[src/rtl/intc_pkg.sv]
package intc_pkg;
    typedef enum logic {ARB_IDLE, ARB_HOLD} arb_state_e;

    // configuration word layout: [6:2] priority, [1] edge trigger, [0] fast route
    typedef struct packed {
        logic [4:0] prio;
        logic       edge_trig;
        logic       to_fiq;
    } src_cfg_t;

    localparam logic [5:0] WORD_RAW  = 6'd0;
    localparam logic [5:0] WORD_MASK = 6'd1;
    localparam logic [5:0] WORD_ACK  = 6'd2;
endpackage

[src/rtl/intc_arbiter.sv]
module intc_arbiter
    import intc_pkg::*;
#(
    parameter int N  = 32,
    parameter int PW = 5,
    localparam int IW = (N > 1) ? $clog2(N) : 1
) (
    input  logic          clk,
    input  logic          rst_n,
    input  logic [N-1:0]  req,
    input  logic [N*PW-1:0] prio_flat,
    input  logic          ack,
    output logic          valid,
    output logic [IW-1:0] idx,
    output logic [PW-1:0] prio
);
    arb_state_e st, st_nx;
    logic          found;
    logic [IW-1:0] cand_i;
    logic [PW-1:0] cand_p;

    // strict compare keeps the lowest index on equal priority
    always_comb begin
        found  = 1'b0;
        cand_i = '0;
        cand_p = '1;
        for (int i = 0; i < N; i++) begin
            if (req[i] && (!found || prio_flat[i*PW +: PW] < cand_p)) begin
                found  = 1'b1;
                cand_i = IW'(i);
                cand_p = prio_flat[i*PW +: PW];
            end
        end
    end

    always_comb begin
        st_nx = st;
        unique case (st)
            ARB_IDLE: if (found) st_nx = ARB_HOLD;
            ARB_HOLD: if (ack)   st_nx = ARB_IDLE;
            default:             st_nx = ARB_IDLE;
        endcase
    end

    always_ff @(posedge clk) begin
        if (!rst_n) st <= ARB_IDLE;
        else        st <= st_nx;
    end

    always_ff @(posedge clk) begin
        if (!rst_n) begin
            idx  <= '0;
            prio <= '0;
        end else if (st == ARB_IDLE && found) begin
            idx  <= cand_i;
            prio <= cand_p;
        end
    end

    assign valid = (st == ARB_HOLD);
endmodule

[src/rtl/intc_bank.sv]
module intc_bank
    import intc_pkg::*;
#(
    parameter int BANK_ID = 0,
    localparam int NS = 32
) (
    input  logic          clk,
    input  logic          rst_n,
    input  logic [NS-1:0] src_in,
    input  logic          wr_en,
    input  logic [5:0]    wr_word,
    input  logic [31:0]   wdata,
    input  logic [NS-1:0] ack_clr,
    input  logic [5:0]    rd_word,
    output logic [NS-1:0] raw,
    output logic [NS-1:0] mask,
    output logic [NS-1:0] to_fiq,
    output logic [NS*5-1:0] prio_flat,
    output logic [31:0]   rd_data
);
    src_cfg_t      cfg [NS];
    logic [NS-1:0] src_q, latch, is_edge;
    logic          raw_wr;

    always_comb begin
        for (int i = 0; i < NS; i++) begin
            is_edge[i]          = cfg[i].edge_trig;
            to_fiq[i]           = cfg[i].to_fiq;
            prio_flat[i*5 +: 5] = cfg[i].prio;
        end
    end

    assign raw    = (is_edge & latch) | (~is_edge & src_in);
    assign raw_wr = wr_en && (wr_word == WORD_RAW);

    always_ff @(posedge clk) begin
        if (!rst_n) begin
            src_q <= '0;
            latch <= '0;
            mask  <= '1;
            for (int i = 0; i < NS; i++) cfg[i] <= '0;
        end else begin
            src_q <= src_in;
            latch <= (latch & ~ack_clr & (raw_wr ? wdata : 32'hFFFF_FFFF))
                   | (src_in & ~src_q & is_edge);
            if (wr_en && wr_word == WORD_MASK) mask <= wdata;
            if (wr_en && wr_word[5])
                cfg[wr_word[4:0]] <= '{prio: wdata[6:2], edge_trig: wdata[1],
                                       to_fiq: (BANK_ID == 0) ? wdata[0] : 1'b0};
        end
    end

    always_comb begin
        if (rd_word[5]) rd_data = {25'b0, cfg[rd_word[4:0]]};
        else if (rd_word == WORD_RAW)  rd_data = raw;
        else if (rd_word == WORD_MASK) rd_data = mask;
        else rd_data = '0;
    end
endmodule

[src/rtl/intc_top.sv]
module intc_top
    import intc_pkg::*;
#(
    parameter int NUM_BANKS = 2,
    parameter int CASC_BIT  = 0,
    localparam int NSRC   = NUM_BANKS * 32,
    localparam int BANK_W = (NUM_BANKS > 1) ? $clog2(NUM_BANKS) : 1,
    localparam int SRC_W  = BANK_W + 5,
    localparam int ADDR_W = BANK_W + 6,
    localparam int N2     = (NUM_BANKS > 1) ? (NUM_BANKS - 1) * 32 : 32
) (
    input  logic              clk,
    input  logic              rst_n,
    input  logic [NSRC-1:0]   src_in,
    input  logic              wr_en,
    input  logic [ADDR_W-1:0] wr_addr,
    input  logic [31:0]       wdata,
    input  logic [ADDR_W-1:0] rd_addr,
    output logic [31:0]       rd_data,
    output logic              irq_out,
    output logic [SRC_W-1:0]  irq_src,
    output logic [4:0]        irq_prio,
    output logic              fiq_out,
    output logic [SRC_W-1:0]  fiq_src,
    output logic [4:0]        fiq_prio
);
    logic [31:0]  raw_b  [NUM_BANKS];
    logic [31:0]  mask_b [NUM_BANKS];
    logic [31:0]  fiq_b  [NUM_BANKS];
    logic [159:0] prio_b [NUM_BANKS];
    logic [31:0]  clr_b  [NUM_BANKS];
    logic [31:0]  rdd_b  [NUM_BANKS];
    logic [31:0]  bsrc_b [NUM_BANKS];

    logic [BANK_W-1:0] wr_bank, rd_bank;
    logic [5:0]        wr_word;
    logic              ack_wr, ack_l1i, ack_l1f, ack_l2;
    logic              l1i_valid, l1f_valid, l2_valid, cascaded;
    logic [4:0]        l1i_idx, l1f_idx, l1i_prio, l1f_prio, l2_prio;
    logic [SRC_W-1:0]  l2_num;
    logic [31:0]       l1_pend;

    assign wr_bank = wr_addr[ADDR_W-1:6];
    assign wr_word = wr_addr[5:0];
    assign rd_bank = rd_addr[ADDR_W-1:6];
    assign ack_wr  = wr_en && (wr_word == WORD_ACK);
    assign ack_l1i = ack_wr && (wr_bank == '0) && wdata[0];
    assign ack_l1f = ack_wr && (wr_bank == '0) && wdata[1];
    assign ack_l2  = ack_wr && (wr_bank != '0) && wdata[0];

    for (genvar b = 0; b < NUM_BANKS; b++) begin : g_bank
        if (b == 0 && NUM_BANKS > 1) begin : g_casc
            assign bsrc_b[b] = (src_in[31:0] & ~(32'h1 << CASC_BIT))
                             | ({31'b0, l2_valid} << CASC_BIT);
        end else begin : g_plain
            assign bsrc_b[b] = src_in[b*32 +: 32];
        end
        if (b == 0) begin : g_clr0
            assign clr_b[b] = ((ack_l1i && l1i_valid) ? (32'h1 << l1i_idx) : 32'h0)
                            | ((ack_l1f && l1f_valid) ? (32'h1 << l1f_idx) : 32'h0);
        end else begin : g_clrn
            assign clr_b[b] = (ack_l2 && l2_valid && l2_num[SRC_W-1:5] == BANK_W'(b))
                            ? (32'h1 << l2_num[4:0]) : 32'h0;
        end
        intc_bank #(.BANK_ID(b)) u_bank (
            .clk(clk), .rst_n(rst_n), .src_in(bsrc_b[b]),
            .wr_en(wr_en && wr_bank == BANK_W'(b)), .wr_word(wr_word), .wdata(wdata),
            .ack_clr(clr_b[b]), .rd_word(rd_addr[5:0]),
            .raw(raw_b[b]), .mask(mask_b[b]), .to_fiq(fiq_b[b]),
            .prio_flat(prio_b[b]), .rd_data(rdd_b[b])
        );
    end

    assign l1_pend = raw_b[0] & ~mask_b[0];

    intc_arbiter #(.N(32), .PW(5)) u_l1_irq (
        .clk(clk), .rst_n(rst_n), .req(l1_pend & ~fiq_b[0]), .prio_flat(prio_b[0]),
        .ack(ack_l1i), .valid(l1i_valid), .idx(l1i_idx), .prio(l1i_prio)
    );

    intc_arbiter #(.N(32), .PW(5)) u_l1_fiq (
        .clk(clk), .rst_n(rst_n), .req(l1_pend & fiq_b[0]), .prio_flat(prio_b[0]),
        .ack(ack_l1f), .valid(l1f_valid), .idx(l1f_idx), .prio(l1f_prio)
    );

    if (NUM_BANKS > 1) begin : g_l2
        localparam int IW2 = $clog2(N2);
        logic [N2-1:0]   l2_req;
        logic [N2*5-1:0] l2_pf;
        logic [IW2-1:0]  l2_idx;
        always_comb begin
            for (int b = 1; b < NUM_BANKS; b++) begin
                l2_req[(b-1)*32 +: 32]  = raw_b[b] & ~mask_b[b] & ~fiq_b[b];
                l2_pf[(b-1)*160 +: 160] = prio_b[b];
            end
        end
        intc_arbiter #(.N(N2), .PW(5)) u_l2 (
            .clk(clk), .rst_n(rst_n), .req(l2_req), .prio_flat(l2_pf),
            .ack(ack_l2), .valid(l2_valid), .idx(l2_idx), .prio(l2_prio)
        );
        assign l2_num = SRC_W'(32) + SRC_W'(l2_idx);
    end else begin : g_nol2
        assign l2_valid = 1'b0;
        assign l2_prio  = '0;
        assign l2_num   = '0;
    end

    assign cascaded = (NUM_BANKS > 1) && (l1i_idx == 5'(CASC_BIT));
    assign irq_out  = l1i_valid;
    assign irq_src  = cascaded ? l2_num  : SRC_W'(l1i_idx);
    assign irq_prio = cascaded ? l2_prio : l1i_prio;
    assign fiq_out  = l1f_valid;
    assign fiq_src  = SRC_W'(l1f_idx);
    assign fiq_prio = l1f_prio;
    assign rd_data  = (int'(rd_bank) < NUM_BANKS) ? rdd_b[rd_bank] : 32'h0;
endmodule

[config.mk]
export PLATFORM = sky130hd
export DESIGN_NAME = intc_top
export DESIGN_NICKNAME = d
export VERILOG_FILES = /design/src/rtl/intc_pkg.sv /design/src/rtl/intc_arbiter.sv /design/src/rtl/intc_bank.sv /design/src/rtl/intc_top.sv
export SDC_FILE = /design/constraint.sdc
export NUM_CORES = 2
export LEC_CHECK = 0
export ABC_AREA = 1
export BUFFER_PORTS_ARGS = -buffer_cell sky130_fd_sc_hd__buf_4
export CAP_MARGIN = 20
export CORE_ASPECT_RATIO = 0.5
export CORE_UTILIZATION = 45
export CTS_CLUSTER_SIZE = 25
export DETAILED_ROUTE_END_ITERATION = 7
export SLEW_MARGIN = 10
export SYNTH_ARGS = -nofsm -noshare
export SYNTH_HDL_FRONTEND = slang
export SYNTH_SLANG_ARGS = --single-unit
[constraint.sdc]
create_clock -name clk -period 50.1 [get_ports clk]
set_clock_uncertainty 0.05 [all_clocks]
set_input_delay 0 -clock clk [delete_from_list [all_inputs] [get_ports clk]]
set_output_delay 0 -clock clk [all_outputs]
set_load 0.02 [all_outputs]
==> impl_results.md <==
* R2R Path End: g_l2.u_l2.prio[2]$_SDFFE_PN0P_
* Final setup vio count at 0
* WL per Instance at 23.47 um
* Nets@finish at 7544
* Clock buffer count from CTS at 66
* CTS Sinks at 641
* WL met3 at 25040 um
* Crit path from: g_bank[1].u_bank.cfg[0][0]$_SDFFCE_PN0P_
* DIE HEIGHT at 238.3 um
* IO buf count at 166
* Total Wirelength at 204800 um
* Top cell by count, worst path: o21ai_0
* Mean Syn Cell Area at 7.104 sq um
* Share of cells above drive strength 1 at 11.39%
* Core area at 110400 sq um
* Dpl hpwl at 156400 um
* Register-to-Register Path Depth at 238
* Die width at 474.5 um
* Post-route ant nets at 0
* GRT Total Usage at 35.35%
* Max IR drop VDD at 23.80 uV
* Synth top area share at 24.87%
* Minimum clock period at 45310 ps
* Metal2 WL at 84560 um
* Unrepaired setup endpoints after global routing: false
* Area of the multi-input gates at 28470 sq um
* Cell variety after synth at 66
* Largest net degree at the start of global routing at 168
* Fin worst setup slack at 4788 ps
* Reg2reg start: g_bank[1].u_bank.cfg[0][0]$_SDFFCE_PN0P_
* Register area at 17000 sq um
* Worst-Margin Slew at 1146 ps
* Ys async rst share at 0%
* Critical path's slowest cell: edfxtp_1
* Die Area at 113100 sq um
* Top post-synthesis cells by area: edfxtp_1 (25%), nand2_1 (11%), dfxtp_1 (9.0%)
* CP endpoint kind: register
* Failing checks: design-rule violations
* Xor and xnor area share after synthesis at 0.01744%
* Fmax at 22.07 MHz
* WP data required at 50630 ps
* Worst-path clk slew at 70 ps
* Crit path kind: register to register
* Io pins at 169
* Pre-CTS setup slack at 4354 ps
* Worst setup SP type: register
* Worst hold path class: input port to register
* Post-synthesis compound-gate area fraction at 16.50%
* Maximum clock insertion buffer count at 3
* Final worst-path cycle share at 90.44%
* Fin. max-slew vios at 0
* Leakage at 26.06 nW
* CTS root buf: clkbuf_16
* Initial Utilization at 45.50%
* Syn Nets at 7444
* Final Hold Viols at 0
* Drt first-iter violations at 6950
* Initial antenna violation count at 15
* Mapped Cells at 7071
* Final Wtd Congestion at 1.011
* Row cnt at 86
* CP max stage delay at 470 ps
* CTS tree: done
* Met1 WL at 88260 um
* First-pass GRT wire length at 297800 um
* Total negative slack at 0 ps
* Post-layout util at 50.38%
* Placed Cells at 8474
* Layout area overhead at 10.72%
* Post-Syn Area at 50230 sq um
* Vias after detailed routing at 50880
* Status: complete, but fails checks
* Residual DRC count at 1
* Synth Register Bits at 641
* Drt first pass iters at 8
* Adder-Cell Fraction of Synth Area at 6.476%
* Fill cells at 11040
* CP endpoint: g_l2.u_l2.prio[2]$_SDFFE_PN0P_
* Power Density at 23.96 nW/um^2
* H-Tree Depth at 3
* Post-synth top cells: nand2_1 (1512), nor2_1 (907), inv_1 (815)
* Count leader, synth: nand2_1
* Flop2flop setup slack at 4790 ps
* Fin cells at 8726
* Max-slew headroom at 23.29%
* Crit-path max FO at 14
* GRT Residual Overflow at 0
* MaxCap Viol Count at 0
* Clk Latency, worst-skew pair at 670 ps
* Main combinational cell family by area after synthesis: simple AND/OR/NAND/NOR gates
* Mux cell area share after synthesis at 0.05978%
* Sequential share of the synthesized area at 33.83%
* Vias in the first global route at 45910
* Top Metal Used: met5
* WP data arrival at 45840 ps
* Post-synth EDFFs at 416
* Simple-gate share of the synthesized area at 33.49%
* Synth Flop Type: edfxtp_1
* Yosys warnings at 0
* Vias/cell at 5.831
* Post-synth top area cell: edfxtp_1
## stage by stage
stage / area, sq um / total power [W] / hold slack (ps)
CTS: 55580 / 0.001325 / 25.60
detailed placement: 52090 / 0.0007964 / 160.0
finish: 55620 / 0.001332 / 45.79
global route: 55610 / 0.001367 / 54.37
global placement: 52090 / 0.0007932 / 148.2
floorplan: 50230 / 0.0007164 / 43.45
## logic make-up after synthesis
kind of cell	count (synthesis)
AO/OA/AOI/OAI	1399
XOR/XNOR	1
flip-flops	641
adder cells (fa/ha/maj)	260
AND/OR/NAND/NOR	3624
multiplexers	3
other	1
buffers and inverters	1142
## metal layers
metal	vias to the layer above	track usage (%)
li1	23930	-
met1	23940	50.41
met2	2677	51.73
met3	330	9.048
met4	6	11.35
met5	-	0
## area by class of cell
class | instances | share of cell area (%)
Multi-Input combinational cell | 5288 | 51.18
Sequential cell | 641 | 30.56
Inverter | 844 | 5.750
Timing Repair Buffer | 330 | 5.059
Clock buffer | 91 | 3.408
Tap cell | 1496 | 3.365
Clock inverter | 30 | 0.6501
Antenna cell | 6 | 0.02699
## worst min path at each step
stage	startpoint	end	slack (ps)	cells past startpoint
detailed placement	src_in[63]	g_bank[1].u_bank.src_q[31]$_SDFF_PN0_	160	3
global route	src_in[62]	g_bank[1].u_bank.src_q[30]$_SDFF_PN0_	50	4
floorplan	src_in[16]	g_bank[0].u_bank.src_q[16]$_SDFF_PN0_	40	2
finish	src_in[60]	g_bank[1].u_bank.src_q[28]$_SDFF_PN0_	50	4
global placement	src_in[32]	g_bank[1].u_bank.src_q[0]$_SDFF_PN0_	150	3
CTS	src_in[39]	g_bank[1].u_bank.src_q[7]$_SDFF_PN0_	30	4
## report_power, final
group          switching, W  internal [W]  total (W)
logic              0.000128     0.0000555   0.000183
clock network      0.000232      0.000300   0.000532
registers         0.0000298      0.000588   0.000617
total              0.000390      0.000943    0.00133
## state kept, by name, summed over array words and instances, names as in the netlist
| register | count |
|---|---|
| u_l1_fiq.idx | 5 |
| g_bank.u_bank.mask | 64 |
| g_l2.u_l2.valid | 1 |
| g_bank.u_bank.src_q | 64 |
| u_l1_irq.prio | 5 |
| u_l1_irq.valid | 1 |
| g_l2.u_l2.idx | 5 |
| g_bank.u_bank.cfg | 416 |
| g_bank.u_bank.latch | 64 |
| u_l1_fiq.valid | 1 |
| u_l1_irq.idx | 5 |
| g_l2.u_l2.prio | 5 |
| u_l1_fiq.prio | 5 |
## cells in the final DEF (no fill, tap or decap), types with 33 or more instances in the layout
cell type | Yosys | routed
nand3_1 | 592 | 592
edfxtp_1 | 416 | 416
nor2_1 | 907 | 903
a221oi_1 | 53 | 53
nor3_1 | 45 | 40
ha_1 | 260 | 260
dfxtp_1 | 225 | 225
a21oi_1 | 268 | 268
o31ai_1 | 33 | 33
nand2_2 | 217 | 218
inv_1 | 815 | 807
nand3_2 | 94 | 94
clkbuf_16 | 0 | 71
nand3b_1 | 33 | 33
nand2_1 | 1512 | 1511
o21bai_1 | 89 | 89
nand2_4 | 106 | 106
o21ai_0 | 668 | 646
nand4_1 | 53 | 53
o211ai_1 | 132 | 132
buf_4 | 5 | 203
dlygate4sd3_1 | 1 | 123
## critical path, delay by kind of cell, from the launching register on
family / cells / cell delay, ps
DFF: 1 / 470
adders and majority gates: 31 / 9430
AOI/OAI and AO/OA: 120 / 23310
buffers and inverters: 2 / 380
and+or+nand+nor: 85 / 11480
## what timing repair did
action,CTS,global route
gates resized for setup,0,23
setup endpoints to repair,0,10
hold buffers,123,0
buffers inserted,0,0
hold endpoints to repair,245,0
Power figures use the tool's default switching activity.
